### config.mk
export PLATFORM = sky130hd
export DESIGN_NAME = trig_intc
export DESIGN_NICKNAME = d
export VERILOG_FILES = /design/src/rtl/trig_intc_pkg.sv /design/src/rtl/trig_intc_ctlreg.sv /design/src/rtl/trig_intc_src.sv /design/src/rtl/trig_intc.sv
export SDC_FILE = /design/constraint.sdc
export NUM_CORES = 1
export LEC_CHECK = 0
export BUFFER_PORTS_ARGS = -buffer_cell sky130_fd_sc_hd__buf_2
export CORE_MARGIN = 8
export CORE_UTILIZATION = 41
export DETAILED_ROUTE_END_ITERATION = 6
export MAX_ROUTING_LAYER = met4
export PLACE_DENSITY_LB_ADDON = 0.15
export SETUP_SLACK_MARGIN = 0.5
export SLEW_MARGIN = 25
export SYNTH_ARGS = -nofsm -noshare
export SYNTH_HDL_FRONTEND = slang
export SYNTH_SLANG_ARGS = --single-unit
### constraint.sdc
create_clock -name clk -period 1.8 [get_ports clk]
set_input_delay 0.09 -clock clk [delete_from_list [all_inputs] [get_ports clk]]
set_output_delay 0.09 -clock clk [all_outputs]
set_load 0.05 [all_outputs]
### src/rtl/trig_intc_pkg.sv
package trig_intc_pkg;
  localparam int GRP_W   = 4;
  localparam int OP_W    = 2;
  localparam int ADDR_W  = GRP_W + OP_W;
  localparam int DATA_W  = 32;
  localparam int N_CTL   = 7;

  // register groups, address bits [5:2]
  localparam logic [GRP_W-1:0] GRP_CFG0   = 4'd0;
  localparam logic [GRP_W-1:0] GRP_CFG1   = 4'd1;
  localparam logic [GRP_W-1:0] GRP_CFG2   = 4'd2;
  localparam logic [GRP_W-1:0] GRP_MASK   = 4'd3;
  localparam logic [GRP_W-1:0] GRP_WAKE   = 4'd4;
  localparam logic [GRP_W-1:0] GRP_STEER  = 4'd5;
  localparam logic [GRP_W-1:0] GRP_SRCEN  = 4'd6;
  localparam logic [GRP_W-1:0] GRP_RISE   = 4'd7;
  localparam logic [GRP_W-1:0] GRP_FALL   = 4'd8;
  localparam logic [GRP_W-1:0] GRP_PEND   = 4'd9;
  localparam logic [GRP_W-1:0] GRP_TEST   = 4'd10;

  // operations, address bits [1:0]
  localparam logic [OP_W-1:0] OP_SET = 2'd0;
  localparam logic [OP_W-1:0] OP_CLR = 2'd1;
  localparam logic [OP_W-1:0] OP_RD  = 2'd2;
  localparam logic [OP_W-1:0] OP_RD2 = 2'd3;

  // trigger codes {bit2,bit1,bit0}
  localparam logic [2:0] TRG_OFF  = 3'b000;
  localparam logic [2:0] TRG_RISE = 3'b001;
  localparam logic [2:0] TRG_FALL = 3'b010;
  localparam logic [2:0] TRG_BOTH = 3'b011;
  localparam logic [2:0] TRG_HIGH = 3'b101;
  localparam logic [2:0] TRG_LOW  = 3'b110;

  function automatic logic [ADDR_W-1:0] reg_addr(logic [GRP_W-1:0] g, logic [OP_W-1:0] op);
    return {g, op};
  endfunction
endpackage

### src/rtl/trig_intc_ctlreg.sv
module trig_intc_ctlreg #(
  parameter int W        = 32,
  parameter bit RST_ONES = 1'b0
) (
  input  logic         clk,
  input  logic         rst_n,
  input  logic [W-1:0] set_i,
  input  logic [W-1:0] clr_i,
  output logic [W-1:0] q_o
);
  localparam logic [W-1:0] RST_VAL = RST_ONES ? '1 : '0;

  always_ff @(posedge clk or negedge rst_n) begin
    if (!rst_n) q_o <= RST_VAL;
    else        q_o <= (q_o & ~clr_i) | set_i;
  end
endmodule

### src/rtl/trig_intc_src.sv
module trig_intc_src
  import trig_intc_pkg::*;
(
  input  logic       clk,
  input  logic       rst_n,
  input  logic       raw_i,
  input  logic [2:0] code_i,
  input  logic       en_i,
  input  logic       rclr_i,
  input  logic       fclr_i,
  output logic       rise_o,
  output logic       fall_o,
  output logic       act_o
);
  logic s1_q, s2_q, prev_q;
  logic rise_ev, fall_ev, rise_arm, fall_arm;

  always_ff @(posedge clk or negedge rst_n) begin
    if (!rst_n) begin
      s1_q   <= 1'b0;
      s2_q   <= 1'b0;
      prev_q <= 1'b0;
    end else begin
      s1_q   <= raw_i;
      s2_q   <= s1_q;
      prev_q <= s2_q;
    end
  end

  assign rise_ev  = s2_q & ~prev_q;
  assign fall_ev  = ~s2_q & prev_q;
  assign rise_arm = en_i && (code_i == TRG_RISE || code_i == TRG_BOTH);
  assign fall_arm = en_i && (code_i == TRG_FALL || code_i == TRG_BOTH);

  // a new capture outranks a clear in the same cycle
  always_ff @(posedge clk or negedge rst_n) begin
    if (!rst_n) begin
      rise_o <= 1'b0;
      fall_o <= 1'b0;
    end else begin
      rise_o <= (rise_o & ~rclr_i) | (rise_ev & rise_arm);
      fall_o <= (fall_o & ~fclr_i) | (fall_ev & fall_arm);
    end
  end

  always_comb begin
    case (code_i)
      TRG_RISE, TRG_FALL, TRG_BOTH: act_o = en_i & (rise_o | fall_o);
      TRG_HIGH:                     act_o = en_i & s2_q;
      TRG_LOW:                      act_o = en_i & ~s2_q;
      default:                      act_o = 1'b0;
    endcase
  end
endmodule

### src/rtl/trig_intc.sv
module trig_intc
  import trig_intc_pkg::*;
#(
  parameter int NSRC = 32
) (
  input  logic              clk,
  input  logic              rst_n,
  input  logic [NSRC-1:0]   src_in,
  input  logic              bus_wr,
  input  logic [ADDR_W-1:0] bus_addr,
  input  logic [DATA_W-1:0] bus_wdata,
  output logic [DATA_W-1:0] bus_rdata,
  output logic              req0_o,
  output logic              req1_o,
  output logic              wake_o
);
  logic [GRP_W-1:0] grp;
  logic [OP_W-1:0]  op;
  logic [NSRC-1:0]  wd;
  logic [NSRC-1:0]  ctl_q [N_CTL];
  logic [NSRC-1:0]  mask_q, wake_q, steer_q, en_q;
  logic [NSRC-1:0]  rise_q, fall_q, act, rclr, fclr;
  logic [NSRC-1:0]  pend0, pend1;
  logic [DATA_W-1:0] test_q;

  assign grp = bus_addr[ADDR_W-1:OP_W];
  assign op  = bus_addr[OP_W-1:0];
  assign wd  = bus_wdata[NSRC-1:0];

  for (genvar g = 0; g < N_CTL; g++) begin : g_ctl
    logic [NSRC-1:0] set_v, clr_v;
    assign set_v = (bus_wr && grp == GRP_W'(g) && op == OP_SET) ? wd : '0;
    assign clr_v = (bus_wr && grp == GRP_W'(g) && op == OP_CLR) ? wd : '0;
    trig_intc_ctlreg #(
      .W        (NSRC),
      .RST_ONES (g == int'(GRP_STEER))
    ) u_reg (
      .clk   (clk),
      .rst_n (rst_n),
      .set_i (set_v),
      .clr_i (clr_v),
      .q_o   (ctl_q[g])
    );
  end

  assign mask_q  = ctl_q[GRP_MASK];
  assign wake_q  = ctl_q[GRP_WAKE];
  assign steer_q = ctl_q[GRP_STEER];
  assign en_q    = ctl_q[GRP_SRCEN];
  assign rclr    = (bus_wr && grp == GRP_RISE && op == OP_CLR) ? wd : '0;
  assign fclr    = (bus_wr && grp == GRP_FALL && op == OP_CLR) ? wd : '0;

  for (genvar i = 0; i < NSRC; i++) begin : g_src
    trig_intc_src u_src (
      .clk    (clk),
      .rst_n  (rst_n),
      .raw_i  (src_in[i]),
      .code_i ({ctl_q[GRP_CFG2][i], ctl_q[GRP_CFG1][i], ctl_q[GRP_CFG0][i]}),
      .en_i   (en_q[i]),
      .rclr_i (rclr[i]),
      .fclr_i (fclr[i]),
      .rise_o (rise_q[i]),
      .fall_o (fall_q[i]),
      .act_o  (act[i])
    );
  end

  assign pend0 = act & mask_q & steer_q;
  assign pend1 = act & mask_q & ~steer_q;

  always_ff @(posedge clk or negedge rst_n) begin
    if (!rst_n) begin
      req0_o <= 1'b0;
      req1_o <= 1'b0;
      wake_o <= 1'b0;
      test_q <= '0;
    end else begin
      req0_o <= |pend0;
      req1_o <= |pend1;
      wake_o <= |(act & wake_q);
      if (bus_wr && grp == GRP_TEST && op == OP_SET) test_q <= bus_wdata;
    end
  end

  always_comb begin
    bus_rdata = '0;
    for (int g = 0; g < N_CTL; g++)
      if (grp == GRP_W'(g) && op == OP_RD) bus_rdata = DATA_W'(ctl_q[g]);
    if (grp == GRP_RISE && op == OP_RD)  bus_rdata = DATA_W'(rise_q);
    if (grp == GRP_FALL && op == OP_RD)  bus_rdata = DATA_W'(fall_q);
    if (grp == GRP_PEND && op == OP_RD)  bus_rdata = DATA_W'(pend0);
    if (grp == GRP_PEND && op == OP_RD2) bus_rdata = DATA_W'(pend1);
    if (grp == GRP_TEST && op == OP_RD)  bus_rdata = test_q;
  end
endmodule

# Word-level counts from Yosys, hierarchy flattened
# Index checks and enable logic that the tools add are counted.
# Widths: inputs -> output; s select.
[classes]
eq_ne = 173
reduce_logical = 204
n_bitwise = 538
mux = 60
[ops]
columns = ["cell", "n"]
rows = [
  ["$mux 32", 28],
  ["$and 32x32->32", 11],
  ["$and 1x1->1", 288],
  ["$not 32->32", 8],
  ["$or 32x32->32", 7],
  ["$eq 3x2->1 const B", 64],
  ["$eq 3x3->1 const B", 64],
  ["$not 1->1", 128],
  ["$logic_and 1x1->1", 103],
  ["$eq 3x1->1 const B", 32],
  ["$or 1x1->1", 96],
  ["$pmux 1 s3", 32],
  ["$reduce_or 3->1", 32],
  ["$reduce_or 32->1", 3],
  ["$logic_or 1x1->1", 64],
  ["$eq 4x3->1 const B", 4],
  ["$eq 4x4->1 const B", 3],
  ["$eq 4x2->1 const B", 2],
  ["$eq 2x2->1 const B", 2],
  ["$eq 4x1->1 const B", 1],
  ["$logic_not 4->1", 1],
  ["$eq 2x1->1 const B", 1],
  ["$logic_not 2->1", 1],
]
[totals]
reg_bits = 419
elab_cells = 1146

# Longest topological paths before layout
[depth]
ltp_word = 14
ltp_mapped = 10
ltp_nobuf = 6

# Modules after synthesis
# Synthesis repeated with hierarchy kept, for this count alone.
[hier_totals]
hier_cells = 2488
hier_area_um2 = 23507.5
[by_module_without_submodules]
columns = ["module", "cells_each", "area_per_inst_um2", "instances"]
rows = [
  ["trig_intc", 1304, 9133.8, 1],
  ["trig_intc_ctlreg at g_ctl[0].u_reg ...", 96, 1161.1, 6],
  ["trig_intc_src", 16, 193.9, 32],
  ["trig_intc_ctlreg at g_ctl[5].u_reg", 96, 1201.2, 1],
]

# Worst setup path before layout
# No wires, ideal clock.
[synth_timing]
kind = "input to output"
start = "in bus_addr[4]"
end = "out bus_rdata[0]"
path_buffers = 3
path_stages = 6
arrival_time_ns = 2.848
path_slack_ns = -1.138
cell_sequence = "buf_2 nand3b_1 or2_1 clkbuf_1 clkbuf_1 o311ai_0"
[synth_via]
elab_chain_cells = 14
word_cells_on_any_way = 35
cone_classes = "eq/ne: 10; mux: 12; reduce/logical: 13"
[synth_rtl]
columns = ["element", "line_no", "source"]
rows = [
  ["start: declaration", "trig_intc.sv:10", "input logic [ADDR_W-1:0] bus_addr,"],
  ["$logic_not 4->1", "trig_intc.sv:88", "if (grp == GRP_W'(g) && op == OP_RD) bus_rdata = DATA_W'(ctl_q[g]);"],
  ["$logic_and 1x1->1", "trig_intc.sv:88", ""],
  ["$mux 32 (7 in series)", "trig_intc.sv:88", ""],
  ["$mux 32", "trig_intc.sv:89", "if (grp == GRP_RISE && op == OP_RD) bus_rdata = DATA_W'(rise_q);"],
  ["$mux 32", "trig_intc.sv:90", "if (grp == GRP_FALL && op == OP_RD) bus_rdata = DATA_W'(fall_q);"],
  ["$mux 32", "trig_intc.sv:91", "if (grp == GRP_PEND && op == OP_RD) bus_rdata = DATA_W'(pend0);"],
  ["$mux 32", "trig_intc.sv:92", "if (grp == GRP_PEND && op == OP_RD2) bus_rdata = DATA_W'(pend1);"],
  ["$mux 32 (*)", "trig_intc.sv:93", "if (grp == GRP_TEST && op == OP_RD) bus_rdata = test_q;"],
  ["end: declaration", "trig_intc.sv:12", "output logic [DATA_W-1:0] bus_rdata,"],
]
# Mark *: on every way between the ends. The rest lies on a longest branch, timed or not.

# Worst setup path after layout
[layout_timing]
start = "reg g_ctl[2].u_reg.q_o[7]"
end = "out bus_rdata[7]"
[layout_via]
elab_chain_cells = 10
word_cells_on_any_way = 20
cone_classes = "eq/ne: 5; mux: 11; bitwise: 3; reduce/logical: 1"
[layout_rtl]
columns = ["element", "line_no", "source"]
rows = [
  ["start: declaration", "trig_intc_ctlreg.sv:9", "output logic [W-1:0] q_o"],
  ["start signal: assignment", "trig_intc_ctlreg.sv:15", "else q_o <= (q_o & ~clr_i) | set_i;"],
  ["$mux 32 (5 in series)", "trig_intc.sv:88", ""],
  ["$mux 32", "trig_intc.sv:89", ""],
  ["$mux 32", "trig_intc.sv:90", ""],
  ["$mux 32", "trig_intc.sv:91", ""],
  ["$mux 32 (*)", "trig_intc.sv:92", ""],
  ["$mux 32 (*)", "trig_intc.sv:93", ""],
]
# Marks and branches as above.

==> reports/qor.yml <==
power:
  p_int_mw: 20.6
  switching_share: 0.279
  pwr-share-clk: 0.375
  vdd_drop_max_mv: 0.744
  p_leak_nw: 13.7
  pwr-share-comb: 0.213
  power_density_nw_per_um2: 912
  p_seq_frac: 0.412
  power_switching_mw: 7.95
sta:
  rsz0062_at_grt: "true"
  max_slew_margin: 0.407
  maxSlewViolCount: 0
  tightest_slew_ns: 0.881
  period_share: 1.52
  setup_slack_ns: -0.928
  post-route-min-period_ns: 2.73
  tns_ns: -22.41
  hold_viol_final: 0
  whs_ns: 0.00974
  fmax_ghz: 0.367
  finalSetupViolCount: 35
  fin_skew_ns: 0.0225
logic_synthesis:
  synth.largest_area_cell: "dfrtp_1"
  yosysWarningCount: 0
  async_flop_share: 1.00
  seq_area_frac_synth: 0.511
  ys_seq_elements: 419
  synth.distinct_cells: 68
  synth_area_leaders: "dfrtp_1 (47%), a22o_1 (11%), nand2_1 (7.3%), dfstp_2 (4.1%), mux4_2 (3.6%)"
  yosysMostFrequentCell: "nand2_1"
  synth_top_flop_cell: "dfrtp_1"
  synth_edf_count: 0
  synth_common_cells: "nand2_1 (401), dfrtp_1 (387), a22o_1 (255), clkbuf_1 (123), nor2_1 (93)"
  yosys.area.top_type_share: 0.470
  netlist_area_um2: 20600
  avgSynthCellArea_um2: 10.4
  synth_nets: 2045
  synth_cells: 1972
final_layout:
  drive_gt1_frac: 0.424
  instances_no_fill: 3410
  area_delta_synth_final_pct: 51.7
  num-nets-final: 2768
  final_util: 0.627
routing:
  wire_per_inst_um: 24.9
  drt_first_pass_iters: 6
  drc_errors: 0
  vias: 20400
  wl_um: 84800
  viasPerCell: 5.97
  ant_nets: 0
  drt-initial-drc-count: 1969
min_path:
  min_path_type: "in -> async"
place:
  place_inst: 3156
  gp_congestion: 0.995
  dp_slack_ns: -0.445
  dp_hpwl_um: 57100
  portBuffers: 107
global_routing:
  antenna_found_initial: 2
  grt_overflow_total: 0
  grt_pass1_wl_um: 127000
  grt_util_all_layers: 0.297
  grt_pass1_vias: 20200
  grt_max_degree: 73
floorplanning:
  die_area_um2: 57700
  num_rows: 82
  fp.coreArea_um2: 49900
  fp.dieW_um: 240
  ios: 108
  fp.dieH_um: 240
  initial_utilization: 0.413
job:
  cap_violations: 0
clocking:
  cts-htree-levels: 2
  insertion_delay_ns: 0.61
  cts.sinks: 419
  clk_pin_slew_worst_paths_ns: 0.06
  root_buffer: "clkbuf_16"
  cts_buffers: 49
  cts_tree: "yes"
  cts_buffer_depth: 3
worst_setup_path:
  crit_family: "compound AO/OA/AOI/OAI gates"
  crit_fanout: 5
  critPathSlowestCell: "mux4_2"
  slowest_delay_ns: 0.49
  cp_cell_sequence: "mux4_2, a221oi_2, nand3_1, a222oi_1, buf_4, inv_2, buf_6"
  worst-path-buf-inv: 3
  arrival_ns: 2.64
  criticalPathCategory: "reg -> out"
  start_kind: "flip-flop"
  critPathCaptureType: "output pin"
  cp.required_ns: 1.71
outcome:
  status: "complete, but fails checks"
  violations: "setup timing"
cell type report:
type	count	area (µm²)
clock buffer	78	1530
clock inverter	14	201
fill	4047	18600
timing repair buffer	832	7390
tap	672	841
inverter	30	113
sequential	419	10600
multi-input combinational	1363	10600
antenna	2	5.00
power groups by stage:
stage          sequential, mW  clock, mW  combinational, mW
2_1_floorplan            11.7          0               2.25
3_3_place_gp             11.8          0               5.08
3_5_place_dp             11.8          0               5.18
4_1_cts                  11.7       10.8               5.81
5_1_grt                  11.9       11.2               6.46
6_report                 11.7       10.7               6.07
layer usage:
layer	part of all wire	up-vias	wire length, µm	GRT usage
met2	0.46	896	39100	0.459
met4	0.038	0	3220	0.110
met3	0.075	198	6360	0.0422
li1	-	8944	-	-
met5	0	-	0	-
met1	0.43	10300	36100	0.397
final timing paths:
kind	start	end	slack (ns)	depth (start not counted)
max in group asynchronous	rst_n	g_ctl[0].u_reg.q_o[25]	0.99	3
min	rst_n	g_ctl[3].u_reg.q_o[19]	0.01	2
min in group clk	src_in[24]	g_src[24].u_src.s1_q	0.12	2
max	g_ctl[2].u_reg.q_o[7]	bus_rdata[7]	-0.93	7
max reg2reg	g_src[15].u_src.s2_q	wake_o	-0.55	9
min reg2reg	g_src[7].u_src.s1_q	g_src[7].u_src.s2_q	0.35	0
logic make-up after synthesis:
| group | count (synthesis) | synth area share |
|---|---|---|
| and+or+nand+nor | 667 | 0.155 |
| DFF | 419 | 0.511 |
| AOI/OAI and AO/OA | 613 | 0.232 |
| buffers and inverters | 190 | 0.0393 |
| muxes | 83 | 0.0626 |
placed cells by master, fill, tap and decap left out, types with 10 or more instances in the layout:
cell type        n
buf_4          564
nand2_1        389
dfrtp_1        363
a22o_1         255
buf_2           70
buf_12          66
dlygate4sd3_1   65
nor2_1          62
nand4b_1        56
buf_6           55
clkbuf_16       54
o21ai_0         46
o211ai_1        46
mux2_2          36
mux4_2          33
dfstp_2         32
o22ai_1         31
inv_1           28
a22oi_1         26
dfrtp_2         24
o2111ai_1       22
nor4bb_1        22
nor2_4          21
a21oi_1         15
clkbuf_8        15
nand3_1         14
o21ai_1         14
mux2i_1         13
nor2_2          12
clkbuf_1        12
nand2_2         11
o31ai_4         11
o31ai_1         11
a222oi_1        10
flip-flops by register name, indices dropped and copies added, names as in the netlist:
signal and count:
req0_o 1, req1_o 1, g_ctl.u_reg.q_o 224, test_q 32, g_src.u_src.s2_q 32, g_src.u_src.fall_o 32, g_src.u_src.s1_q 32, g_src.u_src.rise_o 32
g_src.u_src.prev_q 32, wake_o 1
through the flow:
step	area [µm²]	power, mW
final	31300	28.5
after global routing	31300	29.6
after CTS	30700	28.3
after detailed placement	27000	17.0
after global placement	27000	16.9
after floorplan	21400	14.0
what timing repair did:
item | 4_1_cts | 5_1_grt
hold buffers | 65 | 0
setup endpoints to repair | 69 | 75
gates cloned | 0 | 2
endpoints found under the hold margin | 737 | 0
resized for setup | 175 | 99
pin swaps | 88 | 65
buffers inserted | 74 | 19
No activity file was read; power rests on OpenSTA's default activity.
